==> src/rtl/intr_pick_pkg.sv <==
package intr_pick_pkg;
  typedef enum logic [1:0] {
    PRV_U   = 2'd0,
    PRV_S   = 2'd1,
    PRV_RSV = 2'd2,
    PRV_M   = 2'd3
  } priv_e;
endpackage

==> src/rtl/intr_pick_gate.sv <==
module intr_pick_gate
  import intr_pick_pkg::*;
#(
  parameter int NUM_IRQ = 16
) (
  input  logic [NUM_IRQ-1:0] pend_i,
  input  logic [NUM_IRQ-1:0] en_i,
  input  logic [NUM_IRQ-1:0] deleg_i,
  input  priv_e              priv_i,
  input  logic               mie_i,
  input  logic               sie_i,
  output logic [NUM_IRQ-1:0] surv_o
);
  logic               m_on, s_on;
  logic [NUM_IRQ-1:0] cand;

  always_comb begin
    m_on = (priv_i != PRV_M) || mie_i;
    s_on = (priv_i == PRV_U) || ((priv_i == PRV_S) && sie_i);
    cand = pend_i & en_i;
  end

  for (genvar gi = 0; gi < NUM_IRQ; gi++) begin : g_mask
    assign surv_o[gi] = cand[gi] & (deleg_i[gi] ? s_on : m_on);
  end
endmodule

==> src/rtl/intr_pick_lsb.sv <==
module intr_pick_lsb #(
  parameter int NUM_IRQ = 16,
  localparam int IDXW = (NUM_IRQ > 1) ? $clog2(NUM_IRQ) : 1
) (
  input  logic [NUM_IRQ-1:0] vec_i,
  output logic               any_o,
  output logic [IDXW-1:0]    idx_o
);
  logic [NUM_IRQ:0]   seen;
  logic [NUM_IRQ-1:0] first;

  assign seen[0] = 1'b0;
  for (genvar gi = 0; gi < NUM_IRQ; gi++) begin : g_chain
    assign seen[gi+1] = seen[gi] | vec_i[gi];
    assign first[gi]  = vec_i[gi] & ~seen[gi];
  end
  assign any_o = seen[NUM_IRQ];

  // first is one-hot, so OR-ing indices is exact
  always_comb begin
    idx_o = '0;
    for (int i = 0; i < NUM_IRQ; i++) begin
      if (first[i]) idx_o = idx_o | IDXW'(i);
    end
  end
endmodule

==> src/rtl/intr_pick.sv <==
module intr_pick
  import intr_pick_pkg::*;
#(
  parameter int XLEN    = 64,
  parameter int NUM_IRQ = 16
) (
  input  logic               clk_i,
  input  logic               rst_ni,
  input  logic [NUM_IRQ-1:0] pend_i,
  input  logic [NUM_IRQ-1:0] en_i,
  input  logic [NUM_IRQ-1:0] deleg_i,
  input  logic [1:0]         priv_i,
  input  logic               mie_i,
  input  logic               sie_i,
  output logic               take_o,
  output logic [XLEN-1:0]    cause_o
);
  localparam int IDXW = (NUM_IRQ > 1) ? $clog2(NUM_IRQ) : 1;

  logic [NUM_IRQ-1:0] surv;
  logic               any;
  logic [IDXW-1:0]    idx;
  logic [XLEN-1:0]    cause_d;

  intr_pick_gate #(.NUM_IRQ(NUM_IRQ)) u_gate (
    .pend_i (pend_i),
    .en_i   (en_i),
    .deleg_i(deleg_i),
    .priv_i (priv_e'(priv_i)),
    .mie_i  (mie_i),
    .sie_i  (sie_i),
    .surv_o (surv)
  );

  intr_pick_lsb #(.NUM_IRQ(NUM_IRQ)) u_lsb (
    .vec_i(surv),
    .any_o(any),
    .idx_o(idx)
  );

  always_comb begin
    cause_d = '0;
    if (any) begin
      cause_d[XLEN-1]   = 1'b1;
      cause_d[IDXW-1:0] = idx;
    end
  end

  always_ff @(posedge clk_i or negedge rst_ni) begin
    if (!rst_ni) begin
      take_o  <= 1'b0;
      cause_o <= '0;
    end else begin
      take_o  <= any;
      cause_o <= cause_d;
    end
  end
endmodule

==> config.mk <==
export PLATFORM = sky130hd
export DESIGN_NAME = intr_pick
export DESIGN_NICKNAME = d
export VERILOG_FILES = /design/src/rtl/intr_pick_pkg.sv /design/src/rtl/intr_pick_gate.sv /design/src/rtl/intr_pick_lsb.sv /design/src/rtl/intr_pick.sv
export SDC_FILE = /design/constraint.sdc
export NUM_CORES = 1
export LEC_CHECK = 0
export BUFFER_PORTS_ARGS = -buffer_cell sky130_fd_sc_hd__buf_2
export CORE_MARGIN = 2
export CORE_UTILIZATION = 30
export DETAILED_ROUTE_END_ITERATION = 10
export PLACE_DENSITY = 0.67
export SLEW_MARGIN = 25
export SYNTH_ARGS = -nofsm -noshare
export SYNTH_HDL_FRONTEND = slang
export SYNTH_SLANG_ARGS = --single-unit
==> constraint.sdc <==
create_clock -name clk_i -period 0.83 [get_ports clk_i]
set_clock_uncertainty 0.1 [all_clocks]
set_input_delay 0.083 -clock clk_i [delete_from_list [all_inputs] [get_ports clk_i]]
set_output_delay 0.083 -clock clk_i [all_outputs]
set_load 0.005 [all_outputs]
* Word-level counts from Yosys, hierarchy flattened
Index checks and enable logic that the tools add are counted.
Word-level totals: word-level logic and storage cells 103, input bits 54, flip-flop bits (word level) 6, output and inout port bits 65
Operators by class: bitwise operators 62, reduce and logical (&&, ||, !) cells 4, multiplexer cells 33, equality and inequality tests 2
Operator list (number):
- 4-bit 2-to-1 mux | 9
- 1-bit AND | 31
- 1-bit 2-to-1 mux | 18
- 16-bit AND | 1
- 1-bit inverter | 15
- 1-bit OR | 15
- 3-bit 2-to-1 mux | 4
- 2-bit 2-to-1 mux | 2
- 2-bit by 1-bit equality test with 1-bit output (second input constant) | 1
- 2-bit zero test | 1
- 1-bit logical OR | 2
- 2-bit != test (second input constant) | 1
- 1-bit logical AND | 1

* Longest topological paths before layout
Gate-level depths: netlist of the first run.
depth in word-level cells 23, depth in mapped cells 7, gate-level depth less buffers 6

* Modules after synthesis
A second synthesis of the first run with hierarchy kept.
Second synthesis, totals: cell total of the unflattened synthesis 156, area, all modules 1167.4 µm²
By module, submodules not included:
- intr_pick | area each 604.3 µm², cells an instance 70, instances 1, seq. area each 125.1 µm²
- intr_pick_gate | area each 339.1 µm², cells an instance 53, instances 1, seq. area each 0.0 µm²
- intr_pick_lsb | area each 224.0 µm², cells an instance 33, instances 1, seq. area each 0.0 µm²

* Worst setup path after synthesis of the first run
Ideal clock, no wire load.
kind input -> register, from input priv_i[0], to register cause_o[1], path buffers 1, path slack -613 ps, setup time 134 ps, arrival 1208 ps, stages 7, cells stage by stage nor2b_4 > or2_1 > buf_6 > a211oi_2 > o31ai_1 > a222oi_1 > o22ai_1
On the way: longest elaborated chain between the ends 23
RTL lines:
- start, declared | line intr_pick.sv:12 | input logic [1:0] priv_i,
- 2-bit by 1-bit equality test with 1-bit output | line intr_pick_gate.sv:19 | s_on = (priv_i == PRV_U) || ((priv_i == PRV_S) && sie_i);
- 1-bit logical AND | line intr_pick_gate.sv:19
- 1-bit logical OR | line intr_pick_gate.sv:19
- 1-bit 2-to-1 mux | line intr_pick_gate.sv:24 | assign surv_o[gi] = cand[gi] & (deleg_i[gi] ? s_on : m_on);
- 1-bit AND | line intr_pick_gate.sv:24
- 1-bit OR | line intr_pick_lsb.sv:14 | assign seen[gi+1] = seen[gi] | vec_i[gi];
- 1-bit inverter or 1-bit OR (tied branches) | line intr_pick_lsb.sv:15, intr_pick_lsb.sv:14
- 1-bit AND, or another cell as far along | line intr_pick_lsb.sv:15 | assign first[gi] = vec_i[gi] & ~seen[gi];
- [... 5 more ...]
- 3-bit 2-to-1 mux or 1-bit OR (tied branches) | line intr_pick_lsb.sv:23, intr_pick_lsb.sv:14
- 4-bit 2-to-1 mux, or another cell as far along (3 in a row) | line intr_pick_lsb.sv:23 | if (first[i]) idx_o = idx_o | IDXW'(i);
- 4-bit 2-to-1 mux or 1-bit OR (tied branches) | line intr_pick_lsb.sv:23, intr_pick_lsb.sv:14
- 4-bit 2-to-1 mux, or another cell as far along (2 in a row) | line intr_pick_lsb.sv:23
- 4-bit 2-to-1 mux or 1-bit AND (tied branches) | line intr_pick_lsb.sv:23, intr_pick_lsb.sv:15
- 4-bit 2-to-1 mux | line intr_pick_lsb.sv:23
- 4-bit 2-to-1 mux * | line intr_pick.sv:43 | if (any) begin
- named net cause_d[1] | line intr_pick.sv:23 | logic [XLEN-1:0] cause_d;
- end signal, assigned | line intr_pick.sv:55 | cause_o <= cause_d;
- end, declared | line intr_pick.sv:16 | output logic [XLEN-1:0] cause_o
The timed path passes the listed nets; every way through them passes the cells marked *.

* Worst setup path in the final report of the first run
Same ends and word-level chain as after synthesis.

==> results of run 1 <==
[final cells by class]
class | count | area [µm²] | area share (%)
Inverter | 4 | 15.0 | 0.782
Sequential cell | 5 | 125 | 6.52
Timing Repair Buffer | 102 | 654 | 34.1
Clock buffer | 4 | 45.0 | 2.35
Tap cell | 50 | 62.6 | 3.26
Multi-Input combinational cell | 170 | 1020 | 53.0
[layer usage]
layer | vias to the layer above | GRT usage (%) | wire length, µm
met2 | 71 | 23.6 | 1840
met3 | 4 | 3.05 | 321
li1 | 755 | - | -
met5 | - | 0 | 0
met1 | 656 | 15.5 | 1420
met4 | 0 | 3.63 | 34
[how the worst max path moves through the flow]
| stage | start | to | slack (ps) | cells past startpoint |
|---|---|---|---|---|
| after floorplan | priv_i[0] | cause_o[1] | -590 | 7 |
| after global placement | priv_i[0] | cause_o[1] | -770 | 7 |
| after detailed placement | priv_i[0] | cause_o[1] | -810 | 7 |
| after CTS | priv_i[0] | cause_o[1] | -530 | 7 |
| after global routing | sie_i | cause_o[1] | -610 | 8 |
| final | priv_i[0] | cause_o[1] | -540 | 7 |
[repair_timing]
action                                  CTS  global route
hold buffers                              1             0
hold endpoints to repair                  5             0
setup buffers                             5             0
pin swaps                                 9             4
endpoints found under the setup margin   11            11
resized for setup                        26             5
[per-stage QoR]
| stage | setup TNS, ps | utilization [%] | setup WS, ps |
|---|---|---|---|
| after global placement | -3360 | 41.2 | -773 |
| after CTS | -2250 | 46.5 | -528 |
| after floorplan | -2360 | - | -586 |
| final | -2340 | 47.0 | -545 |
| after global routing | -2780 | 47.0 | -608 |
| after detailed placement | -3700 | 41.2 | -809 |
[flip-flops by register name (all words and copies together), names as in the netlist]
name and count:
take_o 1, cause_o 4
[power by group]
group	total, mW	switching [mW]	internal, mW
combinational	0.934	0.463	0.471
sequential	0.294	0.00788	0.286
clock	0.449	0.119	0.330
[critical path: stages]
cell and delay (ps):
buf_6 90, nor2b_4 130, or2_4 260, a211oi_2 260, o31ai_2 110, a222oi_1 300
o22ai_1 120
[logic make-up (layout without fill, tap and decap cells)]
| logic type | count (synthesis) | in the layout |
|---|---|---|
| AO/OA/AOI/OAI | 50 | 50 |
| buffers and inverters | 68 | 110 |
| flip-flops | 5 | 5 |
| other | 1 | 59 |
| AND/OR/NAND/NOR | 61 | 61 |
[layout by cell type, fill, tap and decap left out, types with 2 or more instances in the layout]
cell / instances
o2111ai_4: 2
nor2_1: 4
a31oi_1: 2
inv_1: 3
a22oi_2: 4
nand2_1: 22
nand3b_1: 7
nor2_4: 2
buf_4: 38
buf_2: 56
o21ai_1: 2
o21ai_0: 10
dfrtp_1: 5
a21oi_1: 2
clkbuf_8: 3
a22oi_1: 2
a211oi_2: 3
nand3_1: 15
conb_1: 59
o2111ai_1: 4
nand4_1: 3
o22ai_1: 3
a21o_1: 4
buf_6: 7
==> impl_results.md, run 1 <==
- Final WS setup: -545 ps
- Final Max Slew Viols: 0
- Top-count cell post-synth: buf_4
- Placed Area: roughly 1700 µm²
- Syn avg cell area: 7.01 µm²
- Seq/Total Area, Yosys: 9.64%
- Layout cell share with drive strength beyond 1: 43.9%
- Final min period: 1370 ps
- Hold_ws: approximately 100 ps
- Cell area after layout: between 1500 and 2000 µm²
- Final Power: 1.68 mW
- Mapped Area: around 1300 µm²
- Row Count: 23
- Failing checks: setup timing
- DP HPWL: 3030 µm
- Status: complete, but fails checks
- Synth warn: 0
- Worst Path Arrival: approximately 1400 ps
- Synth cell types: 36
- Synth Area in Compound Gates: 27.6%
- Post-synthesis cell count: ~190
- DRT iter0 DRCs: 68
- First-pass iteration count of the detailed router: 4
- Initial antenna violation count: 0
- Num ports: roughly 120
- Worst setup path class: in2reg
- IO Port Bufs: 59
- Leading area contributor after synthesis: buf_4
- Synth top area share: around a third
- Leakage power: a little over 1 nW
- Post-synth EDFFs: 0
- Post-synthesis mux area share: 0%
- Worst hold-check path type: in2async
- Critical Path End Type: flop
- Cell Count, Final, Fillers Out: 335
- F_max: 727 MHz
- Die W: approximately 70 µm
- Hold Vio Cnt, Final: 0
- Largest family of logic cells by synthesized area: buffers and inverters
- CP max FO: 5
- Die height: ~70 µm
- Endpoints failing setup: 11
- Core area: 4090 µm²
- Largest net degree at the start of global routing: 9
- RSZ-0062 raised after global routing: true
- Post-synthesis xor/xnor area fraction: 0%
- Max clock buf depth: 2
- Post-Synth Simple-Gate Area: roughly 24%
- Routed WL: between 3000 and 4000 µm
- DRC: 0
- Vias: between 1000 and 1500
- Post-Synth Adder-Cell Area: 0%
- CTS tree: built
- Area Overhead vs Synth: 47.9%
- Total CTS buffers: 3
- Yosys reg bits: 5
- Antenna Cells: 0
- Top cells by area, synth: buf_4, dfrtp_1, nand2_1
- Drt wl/cell: about 11 µm
- Final worst path period share: 166%
- Clk root buf: clkbuf_8
- Avg Vias per Cell: around 4.4
- Max_cap viols: 0
- Ys async rst share: 100%
- Vias in the first global route: about 1300
- Starting Density: approximately a third
- Routability cong.: 0.894
- Reg clk slew, reported paths: roughly 40 ps
- CP required: roughly 820 ps
- H-tree levels: 1
- Post-synth top cells: buf_4, nand2_1, nand3_1
- Routed Antenna Nets: 0
- Clock sink total: 5
- Worst vdd ir: approximately 0.00036 V
- Nets: 340
- Number of fill cells in the layout: 437
- Startpoint Class: input port
- GRT overflow: 0
- Gr usage total: a little over an eighth
- Power Density: 874 nW/µm²
- Cells after DPL: about 330
- Full die area: 4870 µm²
- Main synth FF type: dfrtp_1
- First-pass GRT wire length: ~5400 µm
No activity file was read; power rests on OpenSTA's default activity.
==> run 2: changes to the inputs <==
Settings changed: ABC_AREA set to 1.
==> run 2 against run 1 <==
  * Highest routed layer is now met3
  * Power is 11% lower
  * Global-route usage is 3.0 points lower
  * Cell count stayed put
  * Sequential power is 1% lower
  * Clock-buffer cell count stayed put
  * Clock power is 3% lower
  * Utilization is 4.6 points lower
  * Combinational power is 18% lower
  * Synthesized cell count is 15% higher
  * Die area is 0.10% lower
  * Critical endpoint is now cause_o[0]
  * First-iteration DRC count is 72% lower
  * The run still ends with setup timing left
==> impl_results.md, run 2 <==
- Status: complete, but fails checks
- Failing checks: setup timing
- Num ports: between 100 and 150
- CP Cell Sequence: buf_8, nand2_8, nor2_4, buf_8, nand2_4, nand3b_4, nand2_4, nor2_8, nand3_4, nor2_4, nand4_4, nand2_1, inv_1
- Largest net degree at the start of global routing: 14
- Final min period: about 1400 ps
- Final Max Slew Viols: 0
- DRC: 0
- RSZ-0062 raised after global routing: true
- Post-synth top cells: buf_4, nand2_1, inv_1
- Largest registers: cause_o (4), take_o (1)
- CP delay by family, top: simple AND/OR/NAND/NOR gates
- Startpoint Class: input port
- Crit-path max cell delay: approximately 160 ps
- Endpoints failing setup: 11
- Mapped Area: 1300 µm²
- WP buf/inv: 3
- Avg Vias per Cell: 3.80
- Leading area contributor after synthesis: buf_4
- Top-count cell post-synth: buf_4
- Layout cell share with drive strength beyond 1: a little under two fifths
- Synth cell types: 21
- Worst hold-check path type: in2async
- Initial antenna violation count: 0
- Largest Register: cause_o
- DP HPWL: approximately 2300 µm
- GRT overflow: 0
- CP max FO: 6
- Starting Density: between 30% and 40%
- Routability cong.: about 0.77
- Hold_ws: 109 ps
- Routed Antenna Nets: 0
- Nets: 340
- Final WS setup: -564 ps
- Max reg flops: 4
- Max_cap viols: 0
- Clk root buf: clkbuf_8
- First-pass GRT wire length: approximately 4200 µm
- Final worst path period share: 168%
- H-tree levels: 1
- F_max: approximately 720 MHz
- Synth warn: 0
- Die height: ~70 µm
- Worst Path Arrival: 1400 ps
- Gr usage total: between 10% and 20%
- Row Count: 23
- First-pass iteration count of the detailed router: 4
- Leakage power: between 1 and 1.5 nW
- Yosys reg bits: 5
- Vias in the first global route: around 1100
- Post-synthesis cell count: around 210
- Synth top area share: between 30% and 40%
- Power Density: about 860 nW/µm²
- Area Overhead vs Synth: 33.5%
- Vias: approximately 1300
- Cell Count, Final, Fillers Out: roughly 340
- Cells after DPL: roughly 330
- Drt wl/cell: around 8 µm
- Clock sink total: 5
- Routed WL: about 2700 µm
- Seq/Total Area, Yosys: under 10%
- Post-synth EDFFs: 0
- Most frequent cells in the layout: conb_1, buf_2, nand2_1
- Die W: roughly 70 µm
- IO Port Bufs: 59
- Main synth FF type: dfrtp_1
- Number of fill cells in the layout: ~460
- Total CTS buffers: 3
- Hold Vio Cnt, Final: 0
- CP required: 840 ps
- Critical Path End Type: flop
- Top cells by area, synth: buf_4, nand2_1, inv_1
- Syn avg cell area: approximately 6.1 µm²
- Reg clk slew, reported paths: 30 ps
- Ys async rst share: 100%
- DRT iter0 DRCs: 19
- Max clock buf depth: 2
- Most common cell after layout, fill and taps aside: conb_1
- Worst setup path class: in2reg
- Core area: 4090 µm²
- Slowest-stage cell, CP: buf_8
- Worst vdd ir: 0.000378 V
- CTS tree: built
- Full die area: ~5000 µm²
- Antenna Cells: 0
## run 2: cell types whose count changed after synthesis, moves of 4 or more
cell,delta
nand2_2,+5
nand2_1,+37
a22oi_1,-6
nand3_2,+5
nand3_1,-5
nand3b_1,-6
a21o_1,-4
o21ai_0,-8
inv_1,+33
## run 2: power by group
group	internal (mW)	switching, mW	leakage [nW]
clock network	0.329	0.107	0.0228
logic	0.339	0.428	1.04
registers	0.283	0.00733	0.0592
total	0.951	0.542	1.12
## run 2: per-layer routing
| metal | up-vias | wire, µm | track usage, % |
|---|---|---|---|
| met5 | - | 0 | 0 |
| met4 | 0 | 0 | 3.21 |
| met3 | 0 | 261 | 1.16 |
| met2 | 64 | 1410 | 20.0 |
| met1 | 549 | 1020 | 11.1 |
| li1 | 661 | - | - |
## run 2: through the flow
stage / TNS, ps / power, mW / area, µm² / utilization [%] / worst slack [ps]
2_1_floorplan: -2410 / 0.912 / 1560 / - / -499
3_3_place_gp: -3970 / 0.967 / 1530 / 37.5 / -812
3_5_place_dp: -4270 / 0.978 / 1530 / 37.5 / -881
4_1_cts: -3100 / 1.45 / 1620 / 39.6 / -590
5_1_grt: -3580 / 1.64 / 1730 / 42.3 / -679
6_report: -2860 / 1.49 / 1730 / 42.3 / -564
## run 2: logic make-up (layout without fill, tap and decap cells)
family / Yosys count / after routing / share of synthesized area [%]
buffers and inverters: 99 / 114 / 46.9
DFF: 5 / 5 / 9.65
and+or+nand+nor: 98 / 98 / 38.8
other: 1 / 59 / 0.289
AOI/OAI and AO/OA: 9 / 9 / 4.34
## run 2: worst paths after layout
path	slack, ps	cells past startpoint	to	start
min in group clk_i	230	5	take_o	pend_i[15]
max in group asynchronous	390	2	cause_o[2]	rst_ni
worst min-delay path	110	2	cause_o[1]	rst_ni
worst max-delay path	-560	13	cause_o[0]	priv_i[1]
## run 2: repair_timing
| item | in CTS | in global routing |
|---|---|---|
| endpoints found under the setup margin | 11 | 11 |
| hold buffers | 1 | 0 |
| gates resized for setup | 10 | 21 |
| buffers inserted | 0 | 2 |
| pin swaps | 10 | 15 |
| hold endpoints to repair | 5 | 0 |
## run 2: final cells by class
class                   instances  area [µm²]  share of cell area, %
clock buffers                   4        45.0                   2.60
repair buffers                 73         440                   25.5
inverters                      37         141                   8.17
multi-input cells             166         916                   52.9
well taps                      50        62.6                   3.62
flip-flops and latches          5         125                   7.23
==> run 3: changes to the inputs <==
Settings changed: MAX_ROUTING_LAYER set to met4, PLACE_DENSITY 0.67 to 0.64.
Clock period 0.83 ns to 1.5 ns, I/O delays scaled along.
==> run 3 against run 2 <==
  * The flow now finishes without violations
  * Via count fell by 0.39%
  * Clock-buffer cell count did not move
  * Sequential cell count did not move
  * Sequential share of layout area barely moved
  * Setup slack improved by 640 ps
  * Highest routed layer unchanged
==> impl_results.md, run 3 (synthesis results as in run 2) <==
- Status: finished, final reports clean
- Vias: 1269
- Crit-path max cell delay: around 130 ps
- Most frequent CP cell: nand2_1
- Cell Count, Final, Fillers Out: 338
- Die W: 69.7 µm
- Multi-input gate area: just under 900 µm²
- Placed Area: 1490 µm²
- DRC: 0
- Critical Path End Type: flop
- Routed WL: 2720 µm
- GRT overflow: 0
- DRT iter0 DRCs: 24
- First-pass iteration count of the detailed router: 4
- Largest net degree at the start of global routing: 14
- DP HPWL: about 2300 µm
- Worst vdd ir: approximately 0.00020 V
- Max reg flops: 4
- CP max FO: 7
- CP Cell Sequence: buf_8, inv_1, nand2_4, buf_12, nand2_1, nand3b_4, nand2_4, nor2_8, buf_4, nand3_1, nand3_1, nor2_1, nand2_1, nand2_1, inv_1
- Avg Vias per Cell: roughly 3.8
- Slowest-stage cell, CP: buf_12
- Row Count: 23
- RSZ-0062 raised after global routing: true
- First-pass GRT wire length: 3970 µm
- Total CTS buffers: 3
- IO Port Bufs: approximately 60
- Area Overhead vs Synth: 34.4%
- Layout cell share with drive strength beyond 1: 39.2%
- Max_cap viols: 0
- Reg clk slew, reported paths: 30 ps
- Cells after DPL: between 300 and 400
- Final min period: between 1000 and 1500 ps
- CP required: ~1500 ps
- WP buf/inv: 5
- Gr usage total: under 10%
- Most common cell after layout, fill and taps aside: conb_1
- Largest registers: cause_o (4), take_o (1)
- Nets: around 340
- Worst Path Arrival: between 1000 and 1500 ps
- Clock sink total: 5
- Endpoints failing setup: 0
- Drt wl/cell: 8.04 µm
- Most frequent cells in the layout: conb_1, buf_2, nand2_1
- Core area: 4090 µm²
- Num ports: ~120
- Worst hold-check path type: in2async
- F_max: about 700 MHz
- Power Density: 482 nW/µm²
- Antenna Cells: 0
- Largest Register: cause_o
- CTS tree: built
- Initial antenna violation count: 0
- Max clock buf depth: 2
- Starting Density: 31.7%
- Routability cong.: approximately 0.82
- Number of fill cells in the layout: 452
- Hold Vio Cnt, Final: 0
- Final Max Slew Viols: 0
- Register Area: ~130 µm²
- Full die area: ~4900 µm²
- Vias in the first global route: 985
- Routed Antenna Nets: 0
- H-tree levels: 1
- Startpoint Class: input port
- Worst setup path class: in2reg
- Final worst path period share: between 90% and 100%
- Leakage power: approximately 1.1 nW
- Die height: 69.7 µm
- Cell area after layout: 1740 µm²
- Clk root buf: clkbuf_8
- CP delay by family, top: simple AND/OR/NAND/NOR gates
[run 3: changes by cell type in the layout (fill, tap and decap cells not counted), moves of 2 or more]
cell	delta
buf_6	+3
nand2_1	-3
nand2_2	+6
nand2_8	-2
nand3_1	-2
nand3_2	+3
nor2_1	+2
nor2_2	-2
[run 3: cell type report]
class                           count  share of cell area [%]
Multi-Input combinational cell    166                    51.0
Timing Repair Buffer               76                    27.7
Inverter                           37                    7.97
Sequential cell                     5                    7.18
Tap cell                           50                    3.59
Clock buffer                        4                    2.59
[run 3: where the power goes]
| part | switching, mW | internal (mW) | leakage, nW |
|---|---|---|---|
| Combinational | 0.233 | 0.205 | 1.04 |
| Sequential | 0.00422 | 0.157 | 0.0592 |
| Clock | 0.0581 | 0.182 | 0.0228 |
| Total | 0.296 | 0.543 | 1.12 |
[run 3: final timing paths]
check / start / end / slack (ps) / cells after the start
max in group asynchronous: rst_ni / cause_o[3] / 1000 / 2
hold / removal: rst_ni / cause_o[1] / 170 / 2
setup / recovery: priv_i[1] / cause_o[0] / 70 / 15
min in group clk_i: pend_i[15] / take_o / 300 / 5
[run 3: metal layers]
metal | vias to the layer above | routed length (µm) | track usage (%)
li1 | 668 | - | -
met1 | 536 | 1070 | 11.7
met2 | 65 | 1390 | 17.3
met3 | 0 | 266 | 1.31
met4 | 0 | 0 | 3.42
met5 | - | 0 | -
[run 3: repair_timing]
item                                   in CTS  in global routing
buffers inserted                            1                  4
gates resized for setup                     6                 36
endpoints found under the hold margin       5                  0
pin swaps                                   2                 18
hold buffers                                1                  0
setup endpoints to repair                   4                  5
[run 3: per-stage QoR]
stage	TNS (ps)	utilization, %	hold WS, ps	setup slack (ps)	power [mW]
floorplan	0	-	-246	21.9	0.490
global placement	-981	36.3	-137	-219	0.519
detailed placement	-1330	36.3	-133	-297	0.525
CTS	0	38.5	169	7.17	0.791
global route	-83.0	42.6	192	-32.0	0.912
finish	0	42.6	172	73.7	0.839
